**src/rtl/lkg_pkg.sv**
```systemverilog
package lkg_pkg;

  // Classification of one host request after lock evaluation
  typedef enum logic [2:0] {
    ACC_NONE    = 3'd0,
    ACC_READ    = 3'd1,
    ACC_WRITE   = 3'd2,
    ACC_DROP_WR = 3'd3,
    ACC_FILL_RD = 3'd4
  } acc_kind_e;

endpackage

```
**src/rtl/lkg_win_decode.sv**
```systemverilog
module lkg_win_decode #(
  parameter int ADDR_W  = 8,
  parameter int NUM_WIN = 2,
  parameter int WIN_LG  = 3,
  parameter logic [NUM_WIN*ADDR_W-1:0] WIN_BASES = {8'hF8, 8'h38}
) (
  input  logic [ADDR_W-1:0]  addr,
  output logic [NUM_WIN-1:0] hit
);

  localparam int TAG_W = ADDR_W - WIN_LG;

  for (genvar w = 0; w < NUM_WIN; w++) begin : g_win
    localparam logic [ADDR_W-1:0] BASE = WIN_BASES[w*ADDR_W +: ADDR_W];
    localparam logic [TAG_W-1:0]  TAG  = BASE[ADDR_W-1:WIN_LG];
    assign hit[w] = (addr[ADDR_W-1:WIN_LG] == TAG);
  end

endmodule

```
**src/rtl/lkg_lock_reg.sv**
```systemverilog
module lkg_lock_reg #(
  parameter int NUM_WIN = 2
) (
  input  logic               clk,
  input  logic               rst,
  input  logic               set_en,
  input  logic [NUM_WIN-1:0] set_bits,
  output logic [NUM_WIN-1:0] lock
);

  logic [NUM_WIN-1:0] lock_q;

  // Set-only register: bits leave 1 only through reset
  always_ff @(posedge clk) begin
    if (rst) begin
      lock_q <= '0;
    end else if (set_en) begin
      lock_q <= lock_q | set_bits;
    end
  end

  assign lock = lock_q;

endmodule

```
**src/rtl/lkg_access_gate.sv**
```systemverilog
module lkg_access_gate
  import lkg_pkg::*;
#(
  parameter int ADDR_W  = 8,
  parameter int DATA_W  = 8,
  parameter int NUM_WIN = 2,
  parameter logic [DATA_W-1:0] FILL_VAL = 8'hFF
) (
  input  logic               clk,
  input  logic               rst,
  input  logic               req,
  input  logic               we,
  input  logic [ADDR_W-1:0]  addr,
  input  logic [DATA_W-1:0]  wdata,
  input  logic [NUM_WIN-1:0] hit,
  input  logic [NUM_WIN-1:0] lock,
  output logic               ram_en,
  output logic               ram_we,
  output logic [ADDR_W-1:0]  ram_addr,
  output logic [DATA_W-1:0]  ram_wdata,
  input  logic [DATA_W-1:0]  ram_rdata,
  output logic [DATA_W-1:0]  rdata,
  output logic               rvalid
);

  acc_kind_e   kind;
  logic        blocked;

  logic              en_q, we_q;
  logic [ADDR_W-1:0] addr_q;
  logic [DATA_W-1:0] wdata_q;
  logic              rd1_q, fill1_q, rd2_q, fill2_q;
  logic              rvalid_q;
  logic [DATA_W-1:0] rdata_q;

  assign blocked = |(hit & lock);

  always_comb begin
    kind = ACC_NONE;
    if (req) begin
      if (blocked) kind = we ? ACC_DROP_WR : ACC_FILL_RD;
      else         kind = we ? ACC_WRITE   : ACC_READ;
    end
  end

  // Stage 1: RAM request
  always_ff @(posedge clk) begin
    if (rst) begin
      en_q    <= 1'b0;
      we_q    <= 1'b0;
      addr_q  <= '0;
      wdata_q <= '0;
      rd1_q   <= 1'b0;
      fill1_q <= 1'b0;
    end else begin
      en_q    <= (kind == ACC_READ) || (kind == ACC_WRITE);
      we_q    <= (kind == ACC_WRITE);
      rd1_q   <= (kind == ACC_READ);
      fill1_q <= (kind == ACC_FILL_RD);
      if ((kind == ACC_READ) || (kind == ACC_WRITE)) begin
        addr_q  <= addr;
        wdata_q <= wdata;
      end
    end
  end

  // Stage 2: RAM read in flight; stage 3: registered response
  always_ff @(posedge clk) begin
    if (rst) begin
      rd2_q    <= 1'b0;
      fill2_q  <= 1'b0;
      rvalid_q <= 1'b0;
      rdata_q  <= '0;
    end else begin
      rd2_q    <= rd1_q;
      fill2_q  <= fill1_q;
      rvalid_q <= rd2_q | fill2_q;
      if (rd2_q || fill2_q) begin
        rdata_q <= fill2_q ? FILL_VAL : ram_rdata;
      end
    end
  end

  assign ram_en    = en_q;
  assign ram_we    = we_q;
  assign ram_addr  = addr_q;
  assign ram_wdata = wdata_q;
  assign rdata     = rdata_q;
  assign rvalid    = rvalid_q;

endmodule

```
**src/rtl/ram_lock_guard.sv**
```systemverilog
module ram_lock_guard #(
  parameter int ADDR_W  = 8,
  parameter int DATA_W  = 8,
  parameter int NUM_WIN = 2,
  parameter int WIN_LG  = 3,
  parameter logic [NUM_WIN*ADDR_W-1:0] WIN_BASES = {8'hF8, 8'h38},
  parameter logic [DATA_W-1:0] FILL_VAL = 8'hFF
) (
  input  logic               clk,
  input  logic               rst,
  input  logic               host_req,
  input  logic               host_we,
  input  logic [ADDR_W-1:0]  host_addr,
  input  logic [DATA_W-1:0]  host_wdata,
  output logic [DATA_W-1:0]  host_rdata,
  output logic               host_rvalid,
  input  logic               cfg_we,
  input  logic [NUM_WIN-1:0] cfg_wdata,
  output logic [NUM_WIN-1:0] lock_state,
  output logic               ram_en,
  output logic               ram_we,
  output logic [ADDR_W-1:0]  ram_addr,
  output logic [DATA_W-1:0]  ram_wdata,
  input  logic [DATA_W-1:0]  ram_rdata
);

  logic [NUM_WIN-1:0] win_hit;
  logic [NUM_WIN-1:0] lock_bits;

  lkg_win_decode #(
    .ADDR_W(ADDR_W), .NUM_WIN(NUM_WIN), .WIN_LG(WIN_LG), .WIN_BASES(WIN_BASES)
  ) u_decode (
    .addr (host_addr),
    .hit  (win_hit)
  );

  lkg_lock_reg #(.NUM_WIN(NUM_WIN)) u_lock (
    .clk      (clk),
    .rst      (rst),
    .set_en   (cfg_we),
    .set_bits (cfg_wdata),
    .lock     (lock_bits)
  );

  lkg_access_gate #(
    .ADDR_W(ADDR_W), .DATA_W(DATA_W), .NUM_WIN(NUM_WIN), .FILL_VAL(FILL_VAL)
  ) u_gate (
    .clk       (clk),
    .rst       (rst),
    .req       (host_req),
    .we        (host_we),
    .addr      (host_addr),
    .wdata     (host_wdata),
    .hit       (win_hit),
    .lock      (lock_bits),
    .ram_en    (ram_en),
    .ram_we    (ram_we),
    .ram_addr  (ram_addr),
    .ram_wdata (ram_wdata),
    .ram_rdata (ram_rdata),
    .rdata     (host_rdata),
    .rvalid    (host_rvalid)
  );

  assign lock_state = lock_bits;

endmodule

```
**config.mk**
```make
export PLATFORM = sky130hd
export DESIGN_NAME = ram_lock_guard
export DESIGN_NICKNAME = d
export VERILOG_FILES = /design/src/rtl/lkg_pkg.sv /design/src/rtl/lkg_win_decode.sv /design/src/rtl/lkg_lock_reg.sv /design/src/rtl/lkg_access_gate.sv /design/src/rtl/ram_lock_guard.sv
export SDC_FILE = /design/constraint.sdc
export NUM_CORES = 1
export LEC_CHECK = 0
export BUFFER_PORTS_ARGS = -buffer_cell sky130_fd_sc_hd__buf_2
export CORE_UTILIZATION = 45
export CTS_CLUSTER_SIZE = 20
export DETAILED_ROUTE_END_ITERATION = 7
export PLACE_DENSITY = 0.76
export SYNTH_ARGS = -nofsm -noshare
export SYNTH_HDL_FRONTEND = slang
export SYNTH_SLANG_ARGS = --single-unit
```
**constraint.sdc**
```tcl
create_clock -name clk -period 3.1 [get_ports clk]
set_input_delay 0.31 -clock clk [delete_from_list [all_inputs] [get_ports clk]]
set_output_delay 0.31 -clock clk [all_outputs]
set_load 0.05 [all_outputs]
```
==> impl_metrics.env, run 1 <==
export IMPL_vias=1112
export IMPL_worstHoldStart="host_we"
export IMPL_use_met1=0.194
export IMPL_place_ws_ns=1.13
export IMPL_synthSimpleGateAreaFrac=0.280
export IMPL_finalSetupViolCount=0
export IMPL_grt_pass1_vias=1067
export IMPL_drv_cap=0
export IMPL_io_buffer_count=59
export IMPL_antenna_cells=0
export IMPL_viasPerCell=4.92
export IMPL_synthArstFlopShare=0
export IMPL_synth_common_cells="dfxtp_1 (33), nand2b_1 (32), mux2i_1 (16), nor2_1 (13), nor2b_1 (10)"
export IMPL_drive_gt1_frac=0.359
export IMPL_slew_headroom=0.608
export IMPL_tritoncts="built"
export IMPL_cts_resized=0
export IMPL_yosys_top_cells_area="dfxtp_1 (48%), nand2b_1 (15%), mux2i_1 (12%), nor2b_1 (4.6%), a211oi_1 (4.4%)"
export IMPL_leakage_nw=0.828
export IMPL_hold_viol=0
export IMPL_synthFlopType="dfxtp_1"
export IMPL_numCtsBuffers=5
export IMPL_ir_worst_vdd_mv=0.464
export IMPL_status="finished with violations"
export IMPL_synth_top_family_by_area="simple AND/OR/NAND/NOR gates"
export IMPL_finalPower_w=0.000944
export IMPL_synth_most_common_cell="dfxtp_1"
export IMPL_yosys_mux_area_fraction=0.117
export IMPL_htreeDepth=2
export IMPL_reg2regPathDepth=7
export IMPL_cts_root_buf="clkbuf_4"
export IMPL_grt_pass1_wl_mm=4.38
export IMPL_rows=19
export IMPL_synth_top_cell_area_share=0.484
export IMPL_fin_setup_tns_ns=0
export IMPL_routed_wl_mm=2.72
export IMPL_worstPathArrival_ns=2.10
export IMPL_report_final_slew_viol_count=0
export IMPL_cts_sinks=33
export IMPL_hold_buffers=0
export IMPL_rsz0062_at_grt="no"
export IMPL_synth_seq_cells=33
export IMPL_synth_edff_count=0
export IMPL_fmax_mhz=543
export IMPL_hpwl_mm=2.00
export IMPL_syn_cell_area_um2=1360
export IMPL_die_x_um=57.1
export IMPL_busiest_layer="met2"
export IMPL_synth_cells=136
export IMPL_violations="DRC"
export IMPL_startpoint_type="flip-flop"
export IMPL_min_path_cells=2
export IMPL_min_to="u_gate.fill1_q"
export IMPL_grt_max_degree=47
export IMPL_synth_avg_cell_area_um2=10.0
export IMPL_wl_per_cell_um=12.0
export IMPL_nets=226
export IMPL_hp_class="input pin to flip-flop"
export IMPL_die_area_um2=3250
export IMPL_gp_congestion=0.746
export IMPL_setup_ws_ns=1.26
export IMPL_drt_iter0_markers=53
export IMPL_ys_seq_area_frac=0.484
export IMPL_min_period_ns=1.84
export IMPL_reg2reg_from="u_lock.lock[1]"
export IMPL_detail_route_antenna_nets=0
export IMPL_worstSetupEndpointType="flip-flop"
export IMPL_synth_xor_area_share=0.00642
export IMPL_synthAdderAreaFrac=0.00917
export IMPL_multiInputGateArea_um2=644
export IMPL_mappedNetlistNets=168
export IMPL_grt_overflow_total=0
export IMPL_seq_area_um2=661
export IMPL_yosysTopAreaCell="dfxtp_1"
export IMPL_cts_max_path_buffers=2
export IMPL_path_max_fanout=16
export IMPL_dr_pass1_iters=6
export IMPL_drc=8
export IMPL_p_per_area_nw_per_um2=544
export IMPL_crit_type="flip-flop to flip-flop"
export IMPL_die_y_um=57.1
export IMPL_core_um2=2810
export IMPL_use_met2=0.306
export IMPL_cts_reportedPaths_clkPinSlew_ns=0.10
export IMPL_reg2reg_to="u_gate.ram_addr[7]"
export IMPL_required_ns=3.36
export IMPL_clk_latency_ns=0.33
export IMPL_worstMarginPinSlew_ns=0.587
export IMPL_cts_setup_buffers=0
export IMPL_fillers=249
export IMPL_yosysWarnings=0
export IMPL_antenna_found_initial=0
export IMPL_start_util=0.486
export IMPL_period_share=0.594
export IMPL_finClkSkew_ns=0.00996
export IMPL_grt_use_total=0.175
export IMPL_use_met3=0.0522
export IMPL_reg2reg_slack_ns=1.26
export IMPL_synthDistinctLibCells=21
export IMPL_syn2layout_area_growth_pct=27.2
export IMPL_synth_compound_area_frac=0.0550
export IMPL_pin_count=60
## cells by family after synthesis
kind of cell	count (synthesis)
simple gates	64
flops	33
mux	16
compound gates	11
buf+inv	10
xor+xnor	1
fa+ha+maj	1
## power by group
part | internal (W) | switching, W | total [W] | leakage (nW)
logic | 0.0000553 | 0.000105 | 0.000160 | 0.513
clock network | 0.000193 | 0.000138 | 0.000331 | 0.0455
registers | 0.000442 | 0.0000103 | 0.000453 | 0.269
total | 0.000690 | 0.000254 | 0.000944 | 0.828
## layer usage
metal	routed length, µm	share of wire
met5	0	0
met4	52	0.019
met3	206	0.076
met2	1270	0.47
met1	1190	0.44
## worst max-delay path by stage
stage	slack, ns	to	start	depth (start not counted)
6_report	1.26	u_gate.ram_addr[7]	u_lock.lock[1]	7
5_1_grt	1.13	u_gate.ram_addr[7]	u_lock.lock[1]	7
4_1_cts	1.23	u_gate.ram_addr[7]	u_lock.lock[1]	7
3_5_place_dp	1.13	u_gate.ram_addr[7]	host_addr[6]	9
3_3_place_gp	1.21	u_gate.ram_wdata[6]	host_addr[6]	9
2_1_floorplan	1.10	u_gate.ram_addr[0]	u_lock.lock[1]	8
## cells in the final DEF, fill, tap and decap left out
cell type / netlist / layout
nand2b_1: 32 / 32
nor4_1: 1 / 1
clkbuf_1: 4 / 1
inv_1: 1 / 1
clkbuf_4: 0 / 5
nor2b_1: 10 / 10
nor4b_1: 2 / 2
nand2b_4: 1 / 1
ha_1: 1 / 1
bufinv_16: 0 / 1
nor2_1: 13 / 13
nand2_1: 1 / 1
nand3_1: 2 / 2
nor3b_4: 0 / 1
clkbuf_8: 0 / 1
buf_4: 0 / 1
or2_2: 1 / 1
a211oi_1: 8 / 8
buf_2: 3 / 59
xnor2_1: 1 / 1
dfxtp_1: 33 / 33
a21oi_1: 3 / 3
mux2i_1: 16 / 16
## critical path, cell delays in order, from the launching register on
cell	delay, ns
dfxtp_1	0.38
nand3_1	0.09
a21oi_1	0.13
ha_1	0.29
xnor2_1	0.17
nor3b_4	0.17
buf_4	0.31
mux2i_1	0.22
## state kept, by name, indices dropped and copies added (netlist names)
signal,cells
u_gate.fill2_q,1
u_lock.lock,2
u_gate.ram_we,1
u_gate.rdata,8
u_gate.ram_en,1
u_gate.rvalid,1
u_gate.fill1_q,1
u_gate.ram_addr,8
u_gate.ram_wdata,8
u_gate.rd2_q,1
u_gate.rd1_q,1
## per-stage QoR
step                cell area, µm²   util  hold WS [ns]  instances
floorplan                     1360      -         0.386        136
global placement              1650  0.588         0.417        218
detailed placement            1650  0.588         0.429        218
CTS                           1740  0.619         0.185        226
global route                  1740  0.619         0.211        226
finish                        1740  0.619         0.199        226
## area by class of cell
| cell class | instances | area share |
|---|---|---|
| Clock buffer | 7 | 0.0317 |
| Multi-Input combinational cell | 93 | 0.371 |
| Sequential cell | 33 | 0.381 |
| Clock inverter | 1 | 0.0173 |
| Inverter | 1 | 0.00216 |
| Timing Repair Buffer | 60 | 0.174 |
| Tap cell | 31 | 0.0224 |
Power figures use the tool's default switching activity.
==> inputs of run 2 (changes only) <==
Clock period 3.1 ns to 1.7 ns, I/O delays scaled along.
==> run 2 against run 1 <==
  * The run still ends with DRC left
  * Final area rose by 2.2%
  * Non-clock buffer count rose by 3
  * Via count rose by 3.7%
  * Global-route usage up 1.3 points
  * Cell count rose by 1.3%
  * Sequential power rose by 82%
  * Worst hold slack worse by 0.14 ns
  * Register-to-register slack lost 1.2 ns
  * Fmax up 11%
  * Sequential share of layout area fell by 0.38 points
  * Clock-buffer cell count fell by 1
  * Clock power is 66% higher
  * Critical path type unchanged
  * Highest routed layer unchanged
==> impl_metrics.env, run 2 (synthesis results as in run 1) <==
export IMPL_report_final_slew_viol_count=0
export IMPL_nets=229
export IMPL_fmax_mhz=601
export IMPL_finalPower_w=0.00168
export IMPL_worstPathArrival_ns=1.92
export IMPL_cts_reportedPaths_clkPinSlew_ns=0.10
export IMPL_critPathBufInv=1
export IMPL_io_buffer_count=59
export IMPL_tritoncts="built"
export IMPL_drc=6
export IMPL_ir_worst_vdd_mv=0.631
export IMPL_grt_pass1_vias=1079
export IMPL_hpwl_mm=2.02
export IMPL_worstSetupEndpointType="flip-flop"
export IMPL_die_area_um2=3250
export IMPL_leakage_nw=0.842
export IMPL_status="finished with violations"
export IMPL_cts_sinks=33
export IMPL_drive_gt1_frac=0.389
export IMPL_slowest_stage="dfxtp_4"
export IMPL_finalSetupViolCount=0
export IMPL_crit_type="flip-flop to flip-flop"
export IMPL_critical_path_top_delay_family="flip-flops"
export IMPL_path_max_fanout=16
export IMPL_cts_setup_buffers=0
export IMPL_die_x_um=57.1
export IMPL_final_common_cell="buf_2"
export IMPL_period_share=0.978
export IMPL_clk_latency_ns=0.33
export IMPL_numCtsBuffers=5
export IMPL_htreeDepth=2
export IMPL_hold_viol=0
export IMPL_pin_count=60
export IMPL_min_period_ns=1.66
export IMPL_cts_max_path_buffers=2
export IMPL_finClkSkew_ns=0.00843
export IMPL_drv_cap=0
export IMPL_cts_resized=0
export IMPL_syn2layout_area_growth_pct=30.0
export IMPL_wl_per_cell_um=12.1
export IMPL_gp_congestion=0.759
export IMPL_drt_iter0_markers=79
export IMPL_grt_use_total=0.188
export IMPL_slew_headroom=0.632
export IMPL_fin_setup_tns_ns=0
export IMPL_p_per_area_nw_per_um2=947
export IMPL_routed_wl_mm=2.77
export IMPL_final_core_util=0.632
export IMPL_hold_buffers=0
export IMPL_critical_path_max_stage_delay_ns=0.36
export IMPL_rows=19
export IMPL_detail_route_antenna_nets=0
export IMPL_antenna_cells=0
export IMPL_grt_overflow_total=0
export IMPL_fillers=255
export IMPL_core_um2=2810
export IMPL_hp_class="input pin to flip-flop"
export IMPL_final_cell_mix="buf_2 (59), nand2b_1 (32), dfxtp_1 (31)"
export IMPL_required_ns=1.96
export IMPL_vias=1153
export IMPL_grt_pass1_wl_mm=4.63
export IMPL_grt_max_degree=46
export IMPL_viasPerCell=5.03
export IMPL_dr_pass1_iters=6
export IMPL_rsz0062_at_grt="yes"
export IMPL_start_util=0.486
export IMPL_worstMarginPinSlew_ns=0.552
export IMPL_die_y_um=57.1
export IMPL_startpoint_type="flip-flop"
export IMPL_cts_root_buf="clkbuf_4"
export IMPL_path_cells="nand3_2 -> a21oi_2 -> ha_1 -> xnor2_1 -> nor3b_2 -> buf_12 -> mux2i_1"
export IMPL_antenna_found_initial=0
export IMPL_violations="DRC"
-- run 2: final cells by class --
| cell class | count | area (µm²) | share of cell area |
|---|---|---|---|
| sequential | 33 | 668 | 0.377 |
| tap | 31 | 38.8 | 0.0219 |
| clock buffer | 6 | 41.3 | 0.0233 |
| timing repair buffer | 63 | 338 | 0.191 |
| multi-input combinational | 93 | 649 | 0.366 |
| inverter | 1 | 3.75 | 0.00212 |
| clock inverter | 2 | 33.8 | 0.0191 |
-- run 2: layer usage --
metal	vias up	track usage	routed length, µm
met3	7	0.0771	200
met2	43	0.313	1330
met4	0	0.0836	40
li1	575	-	-
met5	-	0	0
met1	528	0.213	1200
-- run 2: worst register-to-register path, cell delays in order, from the launching register on --
cell,delay (ns)
dfxtp_4,0.36
nand3_2,0.07
a21oi_2,0.12
ha_1,0.25
xnor2_1,0.14
nor3b_2,0.23
buf_12,0.21
mux2i_1,0.21
-- run 2: final timing paths --
kind                                            to      startpoint  slack (ns)  cells past startpoint
worst min register to register      u_gate.fill2_q  u_gate.fill1_q        0.44                      1
worst max register to register  u_gate.ram_addr[4]  u_lock.lock[1]        0.04                      7
worst max-delay path            u_gate.ram_addr[4]  u_lock.lock[1]        0.04                      7
worst min-delay path                u_gate.fill1_q         host_we        0.06                      2
-- run 2: where the power goes --
| part | switching (W) | leakage, nW | internal, W |
|---|---|---|---|
| logic | 0.000194 | 0.532 | 0.000109 |
| clock network | 0.000245 | 0.0399 | 0.000306 |
| registers | 0.0000190 | 0.270 | 0.000805 |
| total | 0.000458 | 0.842 | 0.00122 |
-- run 2: stage by stage --
stage	setup WS (ns)	cell area, µm²	hold slack, ns	cells
detailed placement	-0.0364	1700	0.399	221
global placement	0.0311	1700	0.398	221
CTS	0.0129	1770	0.0327	229
finish	0.0368	1770	0.0551	229
global route	-0.0695	1770	0.0455	229
floorplan	-0.0263	1380	0.246	136
